===== src/rtl/addr_chain_pkg.sv =====
package addr_chain_pkg;
  localparam int TAG_W = 6;
  localparam int TD_W  = 4;
  localparam int NUM_X = 8;

  typedef enum logic [1:0] {
    MODE_REG     = 2'd0,
    MODE_REG_IND = 2'd1,
    MODE_TALLY   = 2'd2,
    MODE_IND_REG = 2'd3
  } mode_e;

  typedef enum logic [2:0] {
    FLT_NONE   = 3'd0,
    FLT_LOCKUP = 3'd1,
    FLT_F2     = 3'd2,
    FLT_F3     = 3'd3,
    FLT_ILLMOD = 3'd4
  } fault_e;

  typedef enum logic [1:0] {
    S_IDLE, S_DECODE, S_FETCH, S_TALLY
  } state_e;

  localparam logic [TD_W-1:0] TD_NONE = 4'd0;
  localparam logic [TD_W-1:0] TD_DU   = 4'd3;
  localparam logic [TD_W-1:0] TD_DL   = 4'd7;
  localparam logic [TD_W-1:0] TD_F2   = 4'd6;
  localparam logic [TD_W-1:0] TD_F3   = 4'd7;
endpackage


===== src/rtl/chain_mod_adder.sv =====
module chain_mod_adder
  import addr_chain_pkg::*;
#(
  parameter int AW = 18,
  parameter int WW = 36
) (
  input  logic [TD_W-1:0]     td_i,
  input  logic [AW-1:0]       base_i,
  input  logic [WW-1:0]       a_i,
  input  logic [WW-1:0]       q_i,
  input  logic [NUM_X*AW-1:0] x_i,
  input  logic [AW-1:0]       ic_i,
  output logic [AW-1:0]       sum_o,
  output logic                direct_o
);
  logic [AW-1:0] xr [NUM_X];
  logic [AW-1:0] mod_val;

  for (genvar g = 0; g < NUM_X; g++) begin : g_xr
    assign xr[g] = x_i[g*AW +: AW];
  end

  always_comb begin
    if (td_i[3]) begin
      mod_val = xr[td_i[2:0]];
    end else begin
      unique case (td_i[2:0])
        3'd1:    mod_val = a_i[WW-1 -: AW];
        3'd2:    mod_val = q_i[WW-1 -: AW];
        3'd4:    mod_val = ic_i;
        3'd5:    mod_val = a_i[AW-1:0];
        3'd6:    mod_val = q_i[AW-1:0];
        default: mod_val = '0;  // none, direct upper, direct lower
      endcase
    end
  end

  assign direct_o = (td_i == TD_DU) || (td_i == TD_DL);
  assign sum_o    = base_i + mod_val;
endmodule


===== src/rtl/chain_step_guard.sv =====
module chain_step_guard #(
  parameter int LIMIT = 4096
) (
  input  logic clk_i,
  input  logic rst_ni,
  input  logic clr_i,
  input  logic inc_i,
  output logic at_limit_o
);
  localparam int CW = $clog2(LIMIT + 1);
  logic [CW-1:0] cnt_q;

  always_ff @(posedge clk_i or negedge rst_ni) begin
    if (!rst_ni)    cnt_q <= '0;
    else if (clr_i) cnt_q <= '0;
    else if (inc_i) cnt_q <= cnt_q + 1'b1;
  end

  assign at_limit_o = (cnt_q == CW'(LIMIT));
endmodule


===== src/rtl/addr_chain_seq.sv =====
module addr_chain_seq
  import addr_chain_pkg::*;
#(
  parameter int AW         = 18,
  parameter int WW         = 36,
  parameter int STEP_LIMIT = 4096
) (
  input  logic                clk_i,
  input  logic                rst_ni,
  input  logic                start_i,
  input  logic [AW-1:0]       addr_i,
  input  logic [TAG_W-1:0]    tag_i,
  input  logic                repeat_i,
  input  logic [WW-1:0]       a_i,
  input  logic [WW-1:0]       q_i,
  input  logic [NUM_X*AW-1:0] x_i,
  input  logic [AW-1:0]       ic_i,
  output logic                mem_req_o,
  output logic [AW-1:0]       mem_addr_o,
  input  logic                mem_ack_i,
  input  logic [WW-1:0]       mem_data_i,
  output logic                tally_vld_o,
  output logic [AW-1:0]       tally_addr_o,
  output logic [TAG_W-1:0]    tally_tag_o,
  output logic [WW-1:0]       tally_word_o,
  input  logic                tally_done_i,
  input  logic [AW-1:0]       tally_ea_i,
  output logic                done_o,
  output logic                fault_o,
  output logic [2:0]          fault_code_o,
  output logic [AW-1:0]       ea_o,
  output logic                direct_o
);
  state_e           state_q;
  logic [AW-1:0]    ca_q;
  logic [TAG_W-1:0] tag_q;
  logic [TD_W-1:0]  hold_q;
  logic [WW-1:0]    word_q;
  logic             rep_q, ir_q, direct_q, done_q, fault_q;
  fault_e           code_q;

  logic             fetching, ack, accept;
  logic [AW-1:0]    w_addr;
  logic [TAG_W-1:0] w_tag;
  mode_e            cur_mode, w_mode;
  logic [TD_W-1:0]  add_td;
  logic [AW-1:0]    add_base, add_sum, nxt_addr;
  logic             add_direct, want_fetch, at_limit, go_fetch, lock_hit;

  assign fetching = (state_q == S_FETCH);
  assign ack      = fetching && mem_ack_i;
  assign accept   = (state_q == S_IDLE) && start_i;
  assign w_addr   = mem_data_i[WW-1 -: AW];
  assign w_tag    = mem_data_i[TAG_W-1:0];
  assign cur_mode = mode_e'(tag_q[5:4]);
  assign w_mode   = mode_e'(w_tag[5:4]);
  // Fetched word's designator while in fetch, own tag otherwise
  assign add_td   = fetching ? w_tag[TD_W-1:0] : tag_q[TD_W-1:0];
  assign add_base = fetching ? w_addr : ca_q;

  chain_mod_adder #(.AW(AW), .WW(WW)) u_adder (
    .td_i(add_td), .base_i(add_base), .a_i(a_i), .q_i(q_i), .x_i(x_i),
    .ic_i(ic_i), .sum_o(add_sum), .direct_o(add_direct)
  );

  always_comb begin
    want_fetch = 1'b0;
    nxt_addr   = ca_q;
    unique case (state_q)
      S_DECODE: begin
        if (cur_mode == MODE_REG_IND && !add_direct) begin
          want_fetch = 1'b1;
          nxt_addr   = add_sum;
        end else if (cur_mode == MODE_IND_REG) begin
          want_fetch = 1'b1;
        end
      end
      S_FETCH: begin
        if (mem_ack_i && ir_q) begin
          if (w_mode == MODE_REG_IND && !add_direct) begin
            want_fetch = 1'b1;
            nxt_addr   = add_sum;
          end else if (w_mode == MODE_IND_REG) begin
            want_fetch = 1'b1;
            nxt_addr   = w_addr;
          end
        end
      end
      default: ;
    endcase
  end

  assign go_fetch = want_fetch && !at_limit;
  assign lock_hit = want_fetch && at_limit;

  chain_step_guard #(.LIMIT(STEP_LIMIT)) u_guard (
    .clk_i(clk_i), .rst_ni(rst_ni), .clr_i(accept), .inc_i(go_fetch),
    .at_limit_o(at_limit)
  );

  always_ff @(posedge clk_i or negedge rst_ni) begin
    if (!rst_ni) begin
      state_q  <= S_IDLE;
      ca_q     <= '0;
      tag_q    <= '0;
      hold_q   <= '0;
      word_q   <= '0;
      rep_q    <= 1'b0;
      ir_q     <= 1'b0;
      direct_q <= 1'b0;
      done_q   <= 1'b0;
      fault_q  <= 1'b0;
      code_q   <= FLT_NONE;
    end else begin
      done_q  <= 1'b0;
      fault_q <= 1'b0;
      unique case (state_q)
        S_IDLE: begin
          if (start_i) begin
            ca_q     <= addr_i;
            tag_q    <= tag_i;
            hold_q   <= '0;
            word_q   <= '0;
            rep_q    <= repeat_i;
            direct_q <= 1'b0;
            code_q   <= FLT_NONE;
            state_q  <= S_DECODE;
          end
        end
        S_DECODE: begin
          if (lock_hit) begin
            code_q <= FLT_LOCKUP; fault_q <= 1'b1; state_q <= S_IDLE;
          end else begin
            unique case (cur_mode)
              MODE_REG: begin
                if (add_direct) direct_q <= 1'b1;
                else            ca_q     <= add_sum;
                done_q  <= 1'b1;
                state_q <= S_IDLE;
              end
              MODE_REG_IND: begin
                if (add_direct) begin
                  code_q <= FLT_ILLMOD; fault_q <= 1'b1; state_q <= S_IDLE;
                end else begin
                  ca_q <= nxt_addr; ir_q <= 1'b0; state_q <= S_FETCH;
                end
              end
              MODE_TALLY: state_q <= S_TALLY;
              MODE_IND_REG: begin
                hold_q  <= tag_q[TD_W-1:0];
                ir_q    <= 1'b1;
                state_q <= S_FETCH;
              end
            endcase
          end
        end
        S_FETCH: begin
          if (mem_ack_i) begin
            word_q <= mem_data_i;
            if (!ir_q) begin
              ca_q    <= w_addr;
              tag_q   <= w_tag;
              if (rep_q) begin
                done_q <= 1'b1; state_q <= S_IDLE;
              end else begin
                state_q <= S_DECODE;
              end
            end else begin
              unique case (w_mode)
                MODE_REG_IND: begin
                  if (add_direct) begin
                    code_q <= FLT_ILLMOD; fault_q <= 1'b1; state_q <= S_IDLE;
                  end else if (lock_hit) begin
                    code_q <= FLT_LOCKUP; fault_q <= 1'b1; state_q <= S_IDLE;
                  end else begin
                    ca_q <= nxt_addr;
                  end
                end
                MODE_IND_REG: begin
                  if (lock_hit) begin
                    code_q <= FLT_LOCKUP; fault_q <= 1'b1; state_q <= S_IDLE;
                  end else begin
                    hold_q <= w_tag[TD_W-1:0];
                    ca_q   <= nxt_addr;
                  end
                end
                MODE_TALLY: begin
                  // ca_q keeps the fetch address on the fault exits
                  if (w_tag[TD_W-1:0] == TD_F2) begin
                    code_q <= FLT_F2; fault_q <= 1'b1; state_q <= S_IDLE;
                  end else if (w_tag[TD_W-1:0] == TD_F3) begin
                    code_q <= FLT_F3; fault_q <= 1'b1; state_q <= S_IDLE;
                  end else begin
                    ca_q    <= w_addr;
                    tag_q   <= {MODE_REG, hold_q};
                    state_q <= S_DECODE;
                  end
                end
                default: begin
                  ca_q    <= w_addr;
                  tag_q   <= {MODE_REG, hold_q};
                  state_q <= S_DECODE;
                end
              endcase
            end
          end
        end
        S_TALLY: begin
          if (tally_done_i) begin
            ca_q <= tally_ea_i; done_q <= 1'b1; state_q <= S_IDLE;
          end
        end
        default: state_q <= S_IDLE;
      endcase
    end
  end

  assign mem_req_o    = fetching;
  assign mem_addr_o   = ca_q;
  assign tally_vld_o  = (state_q == S_TALLY);
  assign tally_addr_o = ca_q;
  assign tally_tag_o  = tag_q;
  assign tally_word_o = word_q;
  assign done_o       = done_q;
  assign fault_o      = fault_q;
  assign fault_code_o = code_q;
  assign ea_o         = ca_q;
  assign direct_o     = direct_q;
endmodule


===== config.mk =====
export PLATFORM = sky130hd
export DESIGN_NAME = addr_chain_seq
export DESIGN_NICKNAME = d
export VERILOG_FILES = /design/src/rtl/addr_chain_pkg.sv /design/src/rtl/chain_mod_adder.sv /design/src/rtl/chain_step_guard.sv /design/src/rtl/addr_chain_seq.sv
export SDC_FILE = /design/constraint.sdc
export NUM_CORES = 1
export LEC_CHECK = 0
export BUFFER_PORTS_ARGS = -buffer_cell sky130_fd_sc_hd__clkbuf_2
export CORE_AREA = 2 2 163 165
export DETAILED_ROUTE_END_ITERATION = 16
export DIE_AREA = 0 0 165 167
export GPL_TIMING_DRIVEN = 0
export PLACE_DENSITY = 0.7
export SLEW_MARGIN = 0
export SYNTH_ARGS = -nofsm -noshare
export SYNTH_HDL_FRONTEND = slang
export SYNTH_SLANG_ARGS = --single-unit

===== constraint.sdc =====
create_clock -name clk_i -period 4.95 [get_ports clk_i]
set_input_delay 0.495 -clock clk_i [delete_from_list [all_inputs] [get_ports clk_i]]
set_output_delay 0.495 -clock clk_i [all_outputs]
set_load 0.02 [all_outputs]

==> results list, run 1 <==
* Measured slew at the worst slew-check pin: ~1.0 ns
- Share of power burned in the clock network: under 10%
* Net count of the mapped netlist: between 1000 and 1500
* Cells after Synth: 1014
- Antenna viol nets, final: 0
* GR peak layer: met2
- Critical path data required time: 5.19 ns
- Maximum cell stage delay along the critical path: just under 0.5 ns
* Final hold vios: 0
* Hold crit path type: primary input to asynchronous set/reset pin
* Synth cell types: between 70 and 80
- Across the VDD grid, the largest voltage drop is approximately 0.30 mV.
- Met2 GRT Util: about half
- IO Pins: approximately 420
- At the later pin of the worst-skew pair, clock insertion delay measures ~0.36 ns.
* Synth warn: 0
- Utilization after layout: 46.8%
- In this run the critical register-to-register path is captured at ea_o[11]$_DFFE_PN0P_.
* GR Util All Layers: 29.7%
* Largest net degree at the start of global routing: 66
- From synthesis to final layout, the design area changed by 38.7%.
- Minimum setup slack among reg-to-reg paths: about 0.13 ns
- Summing the sequential cell areas from Yosys gives 25.1% of the chip area.
- Iteration-0 DRC Markers: between 800 and 900
- Headroom to the max-slew limit came out at between 30% and 40%.
- Number of H-tree levels: 3
- Worst setup slack after placement: -1.36 ns
* Result of the run: complete, no violations
* Via count: roughly 10000
* Critical-path cell list: inv_2 > ha_4 > buf_6 > buf_12 > mux2_4 > buf_12 > buf_12 > mux4_2 > mux2i_1 > o32ai_2 > ha_1 > nand3_1 > o211ai_1 > a31oi_2 > nand2_1 > xor2_1 > o21bai_1 > a222oi_1 > o21ai_1 > a221o_1
- Clock-pin slew reported for the worst setup and hold paths after clock tree synthesis: around 0.08 ns
- The number of clock buffers added by TritonCTS is 9.
- The via count of the first global-routing pass is around 10000.
- The cell that appears most often on the critical path is sky130_fd_sc_hd__buf_12.
* Final routed wire length divided by cell count: 23.8 um
- Layout net count: ~1800
- Core Region: 25800 um^2
- The final critical path takes up a little over nine tenths of the cycle.
- Total Routed Length: ~43000 um
- Share of final-layout standard cells stronger than drive strength 1: around 43%
- Summing internal, switching and leakage power gives ~0.009 W.
- Final number of max-transition violations: 0
* Met1 global-route usage: a little under two fifths
* Worst reg2reg startpoint: state_q[0]$_DFFE_PN0P_
* Async set or reset register ratio after synthesis: between 90% and 100%
- GR Util met3: between 5 and 6%
- EDFF count, synth: 0
- Detail Placement HPWL: ~35000 um
- Detailed Routing Iterations Pass 1: 8
* Avg Cell Area, Syn: roughly 8.6 um^2
* Clock tree buffer depth: 2
* Setup skew after layout: about 0.013 ns
- Counting cells, the worst reg-to-reg path comes to 20.
- Of the total power, registers draw 13.2%.
- First-pass GRT wire length: slightly above 60000 um
- In this run the cell area of the synthesized design comes to around 8700 um^2.
- In the routed design, unresolved DRC markers number 0.
- The internal portion of the total power is about 0.0043 W.
- Nature of the critical path endpoint: flip-flop
- Worst-case setup margin in the final layout: 0.133 ns
- DIE HEIGHT: ~170 um
- Die area: approximately 28000 um^2
* Leftover overflow at the end of global routing: 0
- Initial core utilization: 33.7%
- Combinational cell fraction of total power: between 70% and 80%
* Switching portion of total power: 53.3%
- Die X: around 170 um
* Detail-routed via count per cell: 5.74
* Initial antenna violation count: 6
- Cell at the slowest stage of the critical path: sky130_fd_sc_hd__o211ai_1
- The most critical setup path has its endpoint at ea_o[11]$_DFFE_PN0P_.
* Peak clock frequency supported by timing: a little over 200 MHz
- The floorplan has 59 rows.
* Total negative slack for setup checks: 0 ns
- In this run the power spent charging and discharging nets is ~0.0049 W.
- In this run the worst path has a maximum fanout of 10.
- Clock tree root driver cell: sky130_fd_sc_hd__clkbuf_16
- In this run the power density over the cells is about 760 nW/um^2.
* Buffers on Ports: about 420
* Max_cap viols: 0
- Setup violations remaining at the end of the flow were counted as 0.
- Data on the critical path arrives at its endpoint at 5.06 ns.
* Total of flip-flops plus latches after synthesis: between 80 and 90
- TritonCTS clock tree: done
* Final worst path period need: between 4 and 5 ns
* Worst hold margin: about 0.076 ns
- Worst Path Class, Setup: flip-flop to flip-flop
- Critical path startpoint: state_q[0]$_DFFE_PN0P_
* Clock sink total: 87
* Placer's final routability congestion estimate: approximately 0.94
- Total leakage power: 5.81 nW
- In the synthesized netlist the dominant register cell turns out to be sky130_fd_sc_hd__dfrtp_1.
* RSZ-0062 raised after global routing: yes
* Startpoint Class: flip-flop
-- logic make-up (layout without fill, tap and decap cells) --
group | count (synthesis) | after routing | synth area share, %
buf+inv | 134 | 585 | 7.96
mux | 102 | 102 | 17.4
fa+ha+maj | 25 | 25 | 3.69
xor+xnor | 23 | 23 | 2.32
simple gates | 288 | 288 | 15.1
compound gates | 355 | 355 | 28.5
other cells | 0 | 2 | 0
flops | 87 | 87 | 25.1
-- flip-flops by register name (all words and copies together), names as in the netlist --
| signal | cells |
|---|---|
| tally_word_o | 36 |
| ea_o | 18 |
| u_guard.cnt_q | 13 |
| tally_tag_o | 6 |
| hold_q | 4 |
| fault_code_o | 3 |
| state_q | 2 |
| direct_o | 1 |
| done_o | 1 |
| fault_o | 1 |
| ir_q | 1 |
| rep_q | 1 |
-- through the flow --
| stage | area [um^2] | instances |
|---|---|---|
| 2_1_floorplan | 8690 | 1014 |
| 3_3_place_gp | 11200 | 1767 |
| 3_5_place_dp | 11200 | 1768 |
| 4_1_cts | 11800 | 1788 |
| 5_1_grt | 12000 | 1801 |
| 6_report | 12000 | 1802 |
-- per-layer routing --
metal  part of all wire (%)  up-vias
li1                       -     4730
met1                     39     4921
met2                     50      613
met3                    8.8       84
met4                    2.8        2
met5                  0.030        -
-- worst max-delay path, delay by kind of cell, from the launching register on --
kind	cells	cell delay (ns)
compound gates	7	1.69
mux	3	1.00
buf+inv	5	0.71
fa+ha+maj	2	0.56
flops	1	0.40
simple gates	2	0.22
xor+xnor	1	0.11
-- layout by cell type, fill, tap and decap left out, types with 8 or more instances in the layout --
cell | synthesis | routed
sky130_fd_sc_hd__o31ai_1 | 10 | 8
sky130_fd_sc_hd__nand2_1 | 150 | 150
sky130_fd_sc_hd__mux2i_1 | 45 | 41
sky130_fd_sc_hd__o221ai_1 | 8 | 8
sky130_fd_sc_hd__or3_1 | 8 | 8
sky130_fd_sc_hd__inv_1 | 20 | 19
sky130_fd_sc_hd__clkbuf_16 | 0 | 9
sky130_fd_sc_hd__buf_2 | 15 | 12
sky130_fd_sc_hd__a21oi_1 | 62 | 58
sky130_fd_sc_hd__o211ai_1 | 9 | 9
sky130_fd_sc_hd__xnor2_1 | 9 | 8
sky130_fd_sc_hd__mux2_2 | 17 | 16
sky130_fd_sc_hd__o21ai_1 | 3 | 9
sky130_fd_sc_hd__a31oi_1 | 14 | 12
sky130_fd_sc_hd__ha_1 | 24 | 19
sky130_fd_sc_hd__clkbuf_2 | 1 | 426
sky130_fd_sc_hd__buf_4 | 37 | 57
sky130_fd_sc_hd__nor2_1 | 56 | 55
sky130_fd_sc_hd__mux4_2 | 34 | 34
sky130_fd_sc_hd__and3_1 | 8 | 8
sky130_fd_sc_hd__nand2b_1 | 9 | 9
sky130_fd_sc_hd__a221oi_1 | 18 | 18
sky130_fd_sc_hd__a22o_1 | 41 | 41
sky130_fd_sc_hd__o21ai_0 | 77 | 71
sky130_fd_sc_hd__nand3_1 | 12 | 12
sky130_fd_sc_hd__xor2_1 | 14 | 13
sky130_fd_sc_hd__nor2b_1 | 12 | 11
sky130_fd_sc_hd__o22ai_1 | 22 | 17
sky130_fd_sc_hd__a221o_1 | 13 | 13
sky130_fd_sc_hd__clkbuf_1 | 51 | 32
sky130_fd_sc_hd__dfrtp_1 | 87 | 87
sky130_fd_sc_hd__a22oi_1 | 22 | 22
-- power by group through the flow --
| stage | Sequential [W] | Combinational (W) | Clock, W |
|---|---|---|---|
| after floorplan | 0.00133 | 0.00432 | 0 |
| after global placement | 0.00120 | 0.00639 | 0 |
| after detailed placement | 0.00121 | 0.00646 | 0 |
| after CTS | 0.00120 | 0.00679 | 0.000703 |
| after global routing | 0.00123 | 0.00779 | 0.000730 |
| final | 0.00121 | 0.00725 | 0.000697 |
-- how the worst min path moves through the flow --
stage                                       startpoint                      endpoint  slack, ns  cells past startpoint
after global placement    tally_word_o[35]$_DFFE_PN0P_  tally_word_o[35]$_DFFE_PN0P_       0.48                      1
final                                           rst_ni   tally_word_o[1]$_DFFE_PN0P_       0.08                      1
after CTS                                       rst_ni   tally_word_o[1]$_DFFE_PN0P_       0.09                      1
after floorplan                                 rst_ni          direct_o$_DFFE_PN0P_       0.20                      0
after detailed placement                        rst_ni   tally_word_o[1]$_DFFE_PN0P_       0.48                      1
after global routing                            rst_ni   tally_word_o[1]$_DFFE_PN0P_       0.11                      1
-- cell type report --
type                    count  area (um^2)
clock buffers               9          225
plain buffers             112          742
clock inverters             7         75.1
fillers                  2587        13700
flip-flops and latches     87         2180
inverters                  21         78.8
well taps                 335          419
repair buffers            436         2250
diodes                      2         5.00
multi-input cells         793         6080
-- repair_timing --
item / in CTS / in global routing
buffers inserted: 5 / 12
resized for setup: 66 / 45
hold buffers: 0 / 0
cloned: 0 / 0
endpoints found under the setup margin: 18 / 13
pin swaps: 8 / 16
-- synthesized netlist by cell type (5+ instances only) --
cell / instances / area share [%]
sky130_fd_sc_hd__ha_1: 24 / 3.5
sky130_fd_sc_hd__nand2_1: 150 / 6.5
sky130_fd_sc_hd__a31oi_1: 14 / 1.0
sky130_fd_sc_hd__nor2_1: 56 / 2.4
sky130_fd_sc_hd__nand2b_1: 9 / 0.65
sky130_fd_sc_hd__a221o_1: 13 / 1.5
sky130_fd_sc_hd__dfrtp_1: 87 / 25
sky130_fd_sc_hd__o31ai_1: 10 / 0.86
sky130_fd_sc_hd__nor3_1: 7 / 0.40
sky130_fd_sc_hd__o221ai_1: 8 / 0.81
sky130_fd_sc_hd__clkbuf_1: 51 / 2.2
sky130_fd_sc_hd__o211ai_1: 9 / 0.78
sky130_fd_sc_hd__mux2_2: 17 / 2.2
sky130_fd_sc_hd__a221oi_1: 18 / 1.8
sky130_fd_sc_hd__xor2_1: 14 / 1.4
sky130_fd_sc_hd__and2_1: 7 / 0.50
sky130_fd_sc_hd__a21oi_1: 62 / 3.6
sky130_fd_sc_hd__mux2i_1: 45 / 5.2
sky130_fd_sc_hd__buf_4: 37 / 3.2
sky130_fd_sc_hd__a21o_1: 7 / 0.60
sky130_fd_sc_hd__a22oi_1: 22 / 1.9
sky130_fd_sc_hd__a211oi_1: 8 / 0.69
sky130_fd_sc_hd__buf_2: 15 / 0.86
sky130_fd_sc_hd__xnor2_1: 9 / 0.91
sky130_fd_sc_hd__o22ai_1: 22 / 1.6
sky130_fd_sc_hd__or3_1: 8 / 0.58
sky130_fd_sc_hd__mux4_2: 34 / 8.8
sky130_fd_sc_hd__o32ai_1: 5 / 0.50
sky130_fd_sc_hd__a22o_1: 41 / 4.1
sky130_fd_sc_hd__inv_1: 20 / 0.86
sky130_fd_sc_hd__and3_1: 8 / 0.58
sky130_fd_sc_hd__nand3_1: 12 / 0.69
sky130_fd_sc_hd__o21ai_0: 77 / 4.4
sky130_fd_sc_hd__buf_1: 5 / 0.22
sky130_fd_sc_hd__nor2b_1: 12 / 0.86
Note: power is estimated with default switching activity, not from simulation.
==> run 2: changes to the inputs <==
- CORE_AREA: 2 2 163 165 -> 2 2 162 164
- CTS_BUF_LIST: default -> sky130_fd_sc_hd__clkbuf_4 sky130_fd_sc_hd__clkbuf_8
- DIE_AREA: 0 0 165 167 -> 0 0 164 166
- PLACE_DENSITY: 0.7 -> 0.71
- SYNTH_HIERARCHICAL: default -> 1
==> results list, run 2 <==
- Critical path data required time: 5.25 ns (was 5.19 ns)
- The count of boundary I/O pins came to 422 (unchanged).
- The final worst-path cycle share was 96.4% (was 97.3%).
* First-pass GRT wire length: 61500 um (was 61000 um)
* Core Region: 25600 um^2 (was 25800 um^2)
* Cells after DPL: 1720 (was 1768)
- DIE HEIGHT: 166 um (was 167 um)
- Measured slew at the worst slew-check pin: 1.00 ns (was 1.03 ns)
* Crit-path max FO: 10 (unchanged)
* Startpoint Class: flip-flop (unchanged)
- The number of instances in the synthesized netlist is 964 (was 1014).
* Total of flip-flops plus latches after synthesis: 87 (unchanged)
- The TritonCTS clock tree is done (unchanged).
* Worst Path Arrival: 5.07 ns (was 5.06 ns)
- The number of setup violations in the final report came to 0 (unchanged).
- The filler-free cell count of the finished design is 1793 (was 1802).
- Leading cell types by total area after synthesis: sky130_fd_sc_hd__dfrtp_1, sky130_fd_sc_hd__mux2_2, sky130_fd_sc_hd__mux4_2 (was sky130_fd_sc_hd__dfrtp_1, sky130_fd_sc_hd__mux4_2, sky130_fd_sc_hd__nand2_1).
- Critical-path cell list: inv_2 > ha_4 > buf_8 > nand2_1 > o21ai_4 > buf_6 > buf_6 > buf_4 > mux4_2 > o21ai_0 > o22ai_1 > ha_2 > a21oi_2 > o22ai_4 > a21oi_4 > o21ai_2 > a221oi_2 > xnor2_2 > a22oi_1 > o221ai_1 > o22ai_1 > o31ai_1 (was inv_2 > ha_4 > buf_6 > buf_12 > mux2_4 > buf_12 > buf_12 > mux4_2 > mux2i_1 > o32ai_2 > ha_1 > nand3_1 > o211ai_1 > a31oi_2 > nand2_1 > xor2_1 > o21bai_1 > a222oi_1 > o21ai_1 > a221o_1)
- Summed area of non-filler cells in the final layout: 12100 um^2 (was 12000 um^2)
* Number of global-route vias before repair: 10014 (was 10052)
- Leftover overflow at the end of global routing: 0 (unchanged)
- EDFF count, synth: 0 (unchanged)
- The sort of element at the end of the critical path is a flip-flop (unchanged).
- The count of maximum capacitance violations came to 0 (unchanged).
* Count leader, synth: sky130_fd_sc_hd__nand2_1 (unchanged)
* Die area: 27200 um^2 (was 27600 um^2)
- Fill cell total of the finished layout: 2504 (was 2587)
- Number of rows created at floorplan: 59 (unchanged)
* CTS Buf Count: 9 (unchanged)
* Detailed Routing Iterations Pass 1: 6 (was 8)
- Hold crit path type: primary input to asynchronous set/reset pin (unchanged)
* Tightest slew margin relative to the limit: 33.0% (was 31.3%)
- The count of nets left with antenna violations after detail routing came to 0 (unchanged).
- Detail-routed via count per cell: 5.87 (was 5.74)
* Clock tree buffer depth: 2 (unchanged)
- Peak clock frequency supported by timing: 210 MHz (was 208 MHz)
* Area share of the leading cell type in the synthesized netlist: 25.0% (was 25.1%)
- Commonest non-fill, non-tap cell in the layout: sky130_fd_sc_hd__clkbuf_2 (unchanged)
- The clock slew at the register clock pins of the worst setup and hold paths came to 0.10 ns (was 0.08 ns).
* Cts-stage hold buffer count: 0 (unchanged)
- The total count of hold-check failures in the final report is 0 (unchanged).
* Post-synthesis sequential area ratio: 25.0% (was 25.1%)
* Total power after layout: 0.0105 W (was 0.00916 W)
- The total wire length was 42600 um (was 42800 um).
* Cell area power density: 867 nW/um^2 (was 760 nW/um^2)
- Clock tree root driver cell: sky130_fd_sc_hd__clkbuf_8 (was sky130_fd_sc_hd__clkbuf_16)
* Total standard cell area after synthesis: 8720 um^2 (was 8690 um^2)
- The largest clock skew in the final design came to 0.0170 ns (was 0.0133 ns).
- The half-perimeter wire length after detailed placement is 33900 um (was 34900 um).
- Number of H-tree levels: 3 (unchanged)
- The time the worst path needs with I/O delays and setup was 4.77 ns (was 4.82 ns).
* Largest net degree at the start of global routing: 51 (was 66)
* Final number of max-transition violations: 0 (unchanged)
* Synth cell count leaders: sky130_fd_sc_hd__nand2_1, sky130_fd_sc_hd__dfrtp_1, sky130_fd_sc_hd__o21ai_0 (unchanged)
- Maximum cell stage delay along the critical path: 0.42 ns (was 0.49 ns)
- Result of the run: complete, no violations (unchanged)
- Iteration-0 DRC Markers: 1009 (was 846)
- The routability congestion estimate from global placement is 0.996 (was 0.937).
- Cell at the slowest stage of the critical path: sky130_fd_sc_hd__dfrtp_1 (was sky130_fd_sc_hd__o211ai_1)
* Avg Cell Area, Syn: 9.05 um^2 (was 8.57 um^2)
- Commonest cells after routing, fill and taps aside: sky130_fd_sc_hd__clkbuf_2, sky130_fd_sc_hd__nand2_1, sky130_fd_sc_hd__buf_4, sky130_fd_sc_hd__dfrtp_1, sky130_fd_sc_hd__o21ai_0 (was sky130_fd_sc_hd__clkbuf_2, sky130_fd_sc_hd__nand2_1, sky130_fd_sc_hd__dfrtp_1).
* Clock sink total: 87 (unchanged)
- The initial core utilization is 34.0% (was 33.7%).
- Clock Latency Late Sink: 0.39 ns (was 0.36 ns)
- Critical path buffer and inverter count: 5 (unchanged)
- The cell taking the most area after synthesis is sky130_fd_sc_hd__dfrtp_1 (unchanged).
- Layout net count: 1779 (was 1803)
- The number of input and output port buffers inserted came to 420 (was 418).
* Synth warn: 6 (was 0)
- Via count: 10523 (was 10350)
- The leakage power summed over all cells was 5.74 nW (was 5.81 nW).
* Net count of the mapped netlist: 1307 (was 1357)
* Top_reg_cell synth: sky130_fd_sc_hd__dfrtp_1 (unchanged)
* Worst Path Class, Setup: flip-flop to flip-flop (unchanged)
* Number of flip-flops in the largest register: 36 (unchanged)
- Initial antenna violation count: 20 (was 6)
- The average wire length per cell after detail routing came to 23.8 um (about the same).
- The share of flip-flops with an asynchronous set or reset is 100% (unchanged).
- Cell area after placement: 11300 um^2 (was 11200 um^2)
* Die X: 164 um (was 165 um)
* Remaining design rule violation count: 0 (unchanged)
* Cell type group with the largest total delay on the critical path: compound AO/OA/AOI/OAI gates (unchanged)
- GR Util All Layers: 30.0% (was 29.7%)
- The worst supply voltage drop on vdd came to 0.396 mV (was 0.301 mV).
* Synth cell types: 77 (was 75)
- Share of final-layout standard cells stronger than drive strength 1: 48.7% (was 43.2%)
- Area growth from synthesis to final layout: 39.0% (was 38.7%)
==> run 2: cell types whose count changed in the layout (fill, tap and decap cells not counted), sizes merged, moves of 12 or more <==
cell	change
mux2i	-22
or3	+12
nand2	-54
o22ai	+17
o21ai	+16
buf	+35
o31ai	+13
mux2	+33
a21oi	-14
a221oi	+18
diode	+15
nor2	-25
==> run 2: stage by stage <==
step                      setup TNS [ns]  utilization, %  setup slack [ns]  hold WS [ns]
after floorplan                        0               -           0.00509         0.199
after global placement            -14.85            43.9             -1.12         0.482
after detailed placement          -14.20            44.0             -1.10         0.482
after CTS                              0            46.0           0.00971         0.116
after global routing              -0.210            47.3           -0.0777         0.148
final                                  0            47.3             0.178         0.108
==> run 2: layout make-up <==
type / count / area, um^2 / share of cell area (%)
Clock inverter: 6 / 52.6 / 0.433
Buffer: 108 / 718 / 5.92
Inverter: 22 / 85.1 / 0.702
Multi-Input combinational cell: 743 / 6030 / 49.8
Antenna cell: 17 / 42.5 / 0.351
Sequential cell: 87 / 2180 / 18.0
Timing Repair Buffer: 465 / 2460 / 20.3
Tap cell: 335 / 419 / 3.46
Clock buffer: 10 / 131 / 1.08
==> run 2: worst paths after layout <==
check	startpoint	end	slack, ns	cells after the start
worst max-delay path	state_q[0]$_DFFE_PN0P_	ea_o[16]$_DFFE_PN0P_	0.18	22
min in group clk_i	mem_data_i[13]	tally_word_o[13]$_DFFE_PN0P_	0.33	2
worst min register to register	tally_word_o[30]$_DFFE_PN0P_	tally_word_o[30]$_DFFE_PN0P_	0.51	1
worst min-delay path	rst_ni	tally_word_o[32]$_DFFE_PN0P_	0.11	1
worst max register to register	state_q[0]$_DFFE_PN0P_	ea_o[16]$_DFFE_PN0P_	0.18	22
max in group asynchronous	rst_ni	state_q[1]$_DFFE_PN0P_	4.19	2
==> run 2: kinds of logic (layout without fill, tap and decap cells) <==
family	after synthesis	after routing	share of synthesized area (%)
buf+inv	134	611	8.81
simple gates	213	213	12.1
xor+xnor	21	21	2.11
mux	104	104	16.3
other cells	0	17	0
fa+ha+maj	25	25	3.67
flops	87	87	25.0
compound gates	380	380	32.0
==> run 2: power breakdown <==
part           switching (W)  total, W  internal [W]  leakage, nW
combinational        0.00503   0.00883       0.00380         4.49
clock               0.000308  0.000504      0.000195       0.0885
sequential          0.000256   0.00118      0.000920         1.16
total                0.00560    0.0105       0.00492         5.74
==> run 2: layer usage <==
layer | up-vias | global-route usage (%) | routed length (um)
met5 | - | 0 | 12
met4 | 2 | 12.2 | 1810
met3 | 96 | 7.17 | 4190
met2 | 637 | 48.3 | 20200
met1 | 5068 | 38.6 | 16400
li1 | 4720 | - | -
==> run 2: repair_timing <==
item / in CTS / in global routing
resized for setup: 36 / 48
setup endpoints to repair: 32 / 13
cloned: 0 / 0
buffers inserted: 25 / 19
pin swaps: 13 / 38
==> run 3: changes to the inputs <==
- PLACE_DENSITY: 0.71 -> 0.65
==> results list, run 3 (same netlist as run 2, synthesis figures left out) <==
* Cell area after placement: 11300 um^2 (unchanged)
* CTS Buf Count: 9 (unchanged)
* Startpoint Class: flip-flop (unchanged)
- The number of input and output port buffers inserted is 420 (unchanged).
- The number of buffers on the longest clock path came to 2 (unchanged).
- The maximum net fanout on the critical path came to 10 (unchanged).
- The timing-limited maximum frequency was 205 MHz (was 210 MHz).
- Measured slew at the worst slew-check pin: 0.953 ns (was 1.00 ns)
- The DRC marker count from the first detailed-route iteration is 1094 (was 1009).
- The fill cell instance count of the final layout came to 2532 (was 2504).
- The leakage power summed over all cells is 5.73 nW (was 5.74 nW).
- The via count of the first global-routing pass is 9925 (was 10014).
- Number of rows created at floorplan: 59 (unchanged)
* Cell area power density: 868 nW/um^2 (was 867 nW/um^2)
- The path type of the worst setup path was flip-flop to flip-flop (unchanged).
- The time the worst path needs with I/O delays and setup was 4.88 ns (was 4.77 ns).
* RSZ-0062 raised after global routing: yes
- The initial core utilization was 34.0% (unchanged).
- IO Pins: 422 (unchanged)
- The chip width was 164 um (unchanged).
- The area of the die was 27200 um^2 (unchanged).
* First-pass GRT wire length: 62400 um (was 61500 um)
- The total congestion overflow after global routing was 0 (unchanged).
* Cells after DPL: 1720 (unchanged)
- Total Routed Length: 43700 um (was 42600 um)
- Area growth from synthesis to final layout: 40.6% (was 39.0%)
- Max_cap viols: 0 (unchanged)
* Commonest cells after routing, fill and taps aside: sky130_fd_sc_hd__clkbuf_2, sky130_fd_sc_hd__nand2_1, sky130_fd_sc_hd__dfrtp_1 (was sky130_fd_sc_hd__clkbuf_2, sky130_fd_sc_hd__nand2_1, sky130_fd_sc_hd__buf_4, sky130_fd_sc_hd__dfrtp_1, sky130_fd_sc_hd__o21ai_0)
- The final count of pins violating max slew is 0 (unchanged).
- The cts-stage hold buffer count was 0 (unchanged).
* DIE HEIGHT: 166 um (unchanged)
- Detailed Routing Iterations Pass 1: 5 (was 6)
* Final setup violation count: 0 (unchanged)
* Result of the run: complete, no violations (unchanged)
- Nature of the critical path endpoint: flip-flop (unchanged)
- The residual DRC count is 0 (unchanged).
* Placer's final routability congestion estimate: 0.959 (was 0.996)
- The filler-free cell count of the finished design is 1786 (was 1793).
* Final routed wire length divided by cell count: 24.4 um (was 23.8 um)
* Clock sink total: 87 (unchanged)
- Commonest non-fill, non-tap cell in the layout: sky130_fd_sc_hd__clkbuf_2 (unchanged)
* Number of H-tree levels: 3 (unchanged)
- The type of the most critical hold path is primary input to asynchronous set/reset pin (unchanged).
- The largest net degree at the start of global routing came to 47 (was 51).
- Total negative slack for setup checks: 0 ns (unchanged)
- Peak supply drop: 0.386 mV (was 0.396 mV)
* Layout net count: 1772 (was 1779)
* Setup skew after layout: 0.0161 ns (was 0.0170 ns)
- The final worst-path cycle share came to 98.6% (was 96.4%).
- Core Region: 25600 um^2 (unchanged)
- The initial antenna violation count is 18 (was 20).
- Detail-routed via count per cell: 5.90 (was 5.87)
- Final hold vios: 0 (unchanged)
* Clock Latency Late Sink: 0.40 ns (was 0.39 ns)
- Via count: 10538 (was 10523)
* GR Util All Layers: 30.9% (was 30.0%)
- The register cell area after layout came to 2180 um^2 (unchanged).
- The relative slew slack was 36.2% (was 33.0%).
- The clock slew at the register clock pins of the worst setup and hold paths was 0.11 ns (was 0.10 ns).
- Antenna viol nets, final: 0 (unchanged)
- Worst Path Arrival: 5.18 ns (was 5.07 ns)
- The fraction of layout cells with a size suffix above 1 was 49.6% (was 48.7%).
* Clock tree root driver cell: sky130_fd_sc_hd__clkbuf_8 (unchanged)
* TritonCTS clock tree: done (unchanged)
- The area of combinational cells with multiple inputs was 6150 um^2 (was 6030 um^2).
- The half-perimeter wire length after detailed placement was 34900 um (was 33900 um).
* Summed area of non-filler cells in the final layout: 12300 um^2 (was 12100 um^2)
- The flip-flop count of the largest register after layout was 36 (unchanged).
- The utilization after layout is 47.9% (was 47.3%).
- Critical path data required time: 5.25 ns (about the same)
run 3: cell types whose count changed in the layout (fill, tap and decap cells not counted), moves of 3 or more:
cell,previous run,this run
sky130_fd_sc_hd__ha_1,20,16
sky130_fd_sc_hd__o21ai_0,72,68
sky130_fd_sc_hd__a221oi_1,31,28
sky130_fd_sc_hd__buf_4,86,76
sky130_fd_sc_hd__buf_12,1,4
sky130_fd_sc_hd__inv_8,1,4
sky130_fd_sc_hd__o21ai_1,15,18
sky130_fd_sc_hd__mux2i_1,26,22
run 3: layer usage:
layer / track usage (%) / vias to the layer above / part of all wire [%]
met3: 5.74 / 96 / 9.0
met1: 40.3 / 5098 / 39
li1: - / 4699 / -
met2: 48.8 / 643 / 47
met5: 0 / - / 0.030
met4: 15.1 / 2 / 4.8
run 3: cell type report:
class,instances,area share (%)
Multi-Input combinational cell,743,50.2
Antenna cell,17,0.347
Clock inverter,7,0.623
Tap cell,335,3.42
Clock buffer,9,1.01
Sequential cell,87,17.8
Timing Repair Buffer,456,19.6
Buffer,110,6.43
Inverter,22,0.674
run 3: where the power goes:
| group | internal [W] | switching (W) |
|---|---|---|
| logic | 0.00388 | 0.00504 |
| registers | 0.000919 | 0.000265 |
| clock network | 0.000201 | 0.000336 |
run 3: path summary, 6_finish.rpt:
kind	start	cells past startpoint	slack (ns)	endpoint
max in group asynchronous	rst_ni	2	4.14	tally_word_o[17]$_DFFE_PN0P_
worst max-delay path	state_q[0]$_DFFE_PN0P_	24	0.07	ea_o[10]$_DFFE_PN0P_
min in group clk_i	mem_data_i[9]	2	0.32	tally_word_o[9]$_DFFE_PN0P_
worst min-delay path	rst_ni	1	0.14	tally_word_o[14]$_DFFE_PN0P_
worst max register to register	state_q[0]$_DFFE_PN0P_	24	0.07	ea_o[10]$_DFFE_PN0P_
worst min register to register	tally_word_o[15]$_DFFE_PN0P_	1	0.51	tally_word_o[15]$_DFFE_PN0P_
run 3: critical path, cell delays in order (launching register included):
cell and delay [ns]:
sky130_fd_sc_hd__dfrtp_1 0.43, sky130_fd_sc_hd__inv_2 0.11, sky130_fd_sc_hd__ha_4 0.16, sky130_fd_sc_hd__clkbuf_8 0.18, sky130_fd_sc_hd__buf_4 0.20, sky130_fd_sc_hd__o21ai_1 0.10
sky130_fd_sc_hd__buf_4 0.17, sky130_fd_sc_hd__buf_12 0.14, sky130_fd_sc_hd__buf_4 0.13, sky130_fd_sc_hd__nor3b_4 0.33, sky130_fd_sc_hd__buf_6 0.22, sky130_fd_sc_hd__a221oi_2 0.09
sky130_fd_sc_hd__o22ai_1 0.26, sky130_fd_sc_hd__ha_2 0.28, sky130_fd_sc_hd__fa_2 0.24, sky130_fd_sc_hd__a21oi_2 0.07, sky130_fd_sc_hd__o21ai_2 0.18, sky130_fd_sc_hd__nand2_2 0.11
sky130_fd_sc_hd__o21ai_0 0.25, sky130_fd_sc_hd__a21oi_1 0.14, sky130_fd_sc_hd__xnor2_1 0.30, sky130_fd_sc_hd__a22oi_1 0.13, sky130_fd_sc_hd__o221ai_1 0.23, sky130_fd_sc_hd__o22ai_1 0.10
sky130_fd_sc_hd__o31ai_1 0.22
run 3: stage by stage:
| step | hold WS (ns) | total power, W | setup slack [ns] |
|---|---|---|---|
| after floorplan | 0.199 | 0.00671 | 0.00509 |
| after detailed placement | 0.482 | 0.00879 | -1.17 |
| final | 0.137 | 0.0106 | 0.0696 |
| after CTS | 0.137 | 0.00967 | 0.00347 |
| after global routing | 0.159 | 0.0113 | -0.0493 |
| after global placement | 0.484 | 0.00870 | -1.17 |
run 3: what timing repair did:
item / in CTS / in global routing
gates resized for setup: 42 / 84
endpoints found under the setup margin: 31 / 12
pin swaps: 5 / 33
buffers inserted: 9 / 26
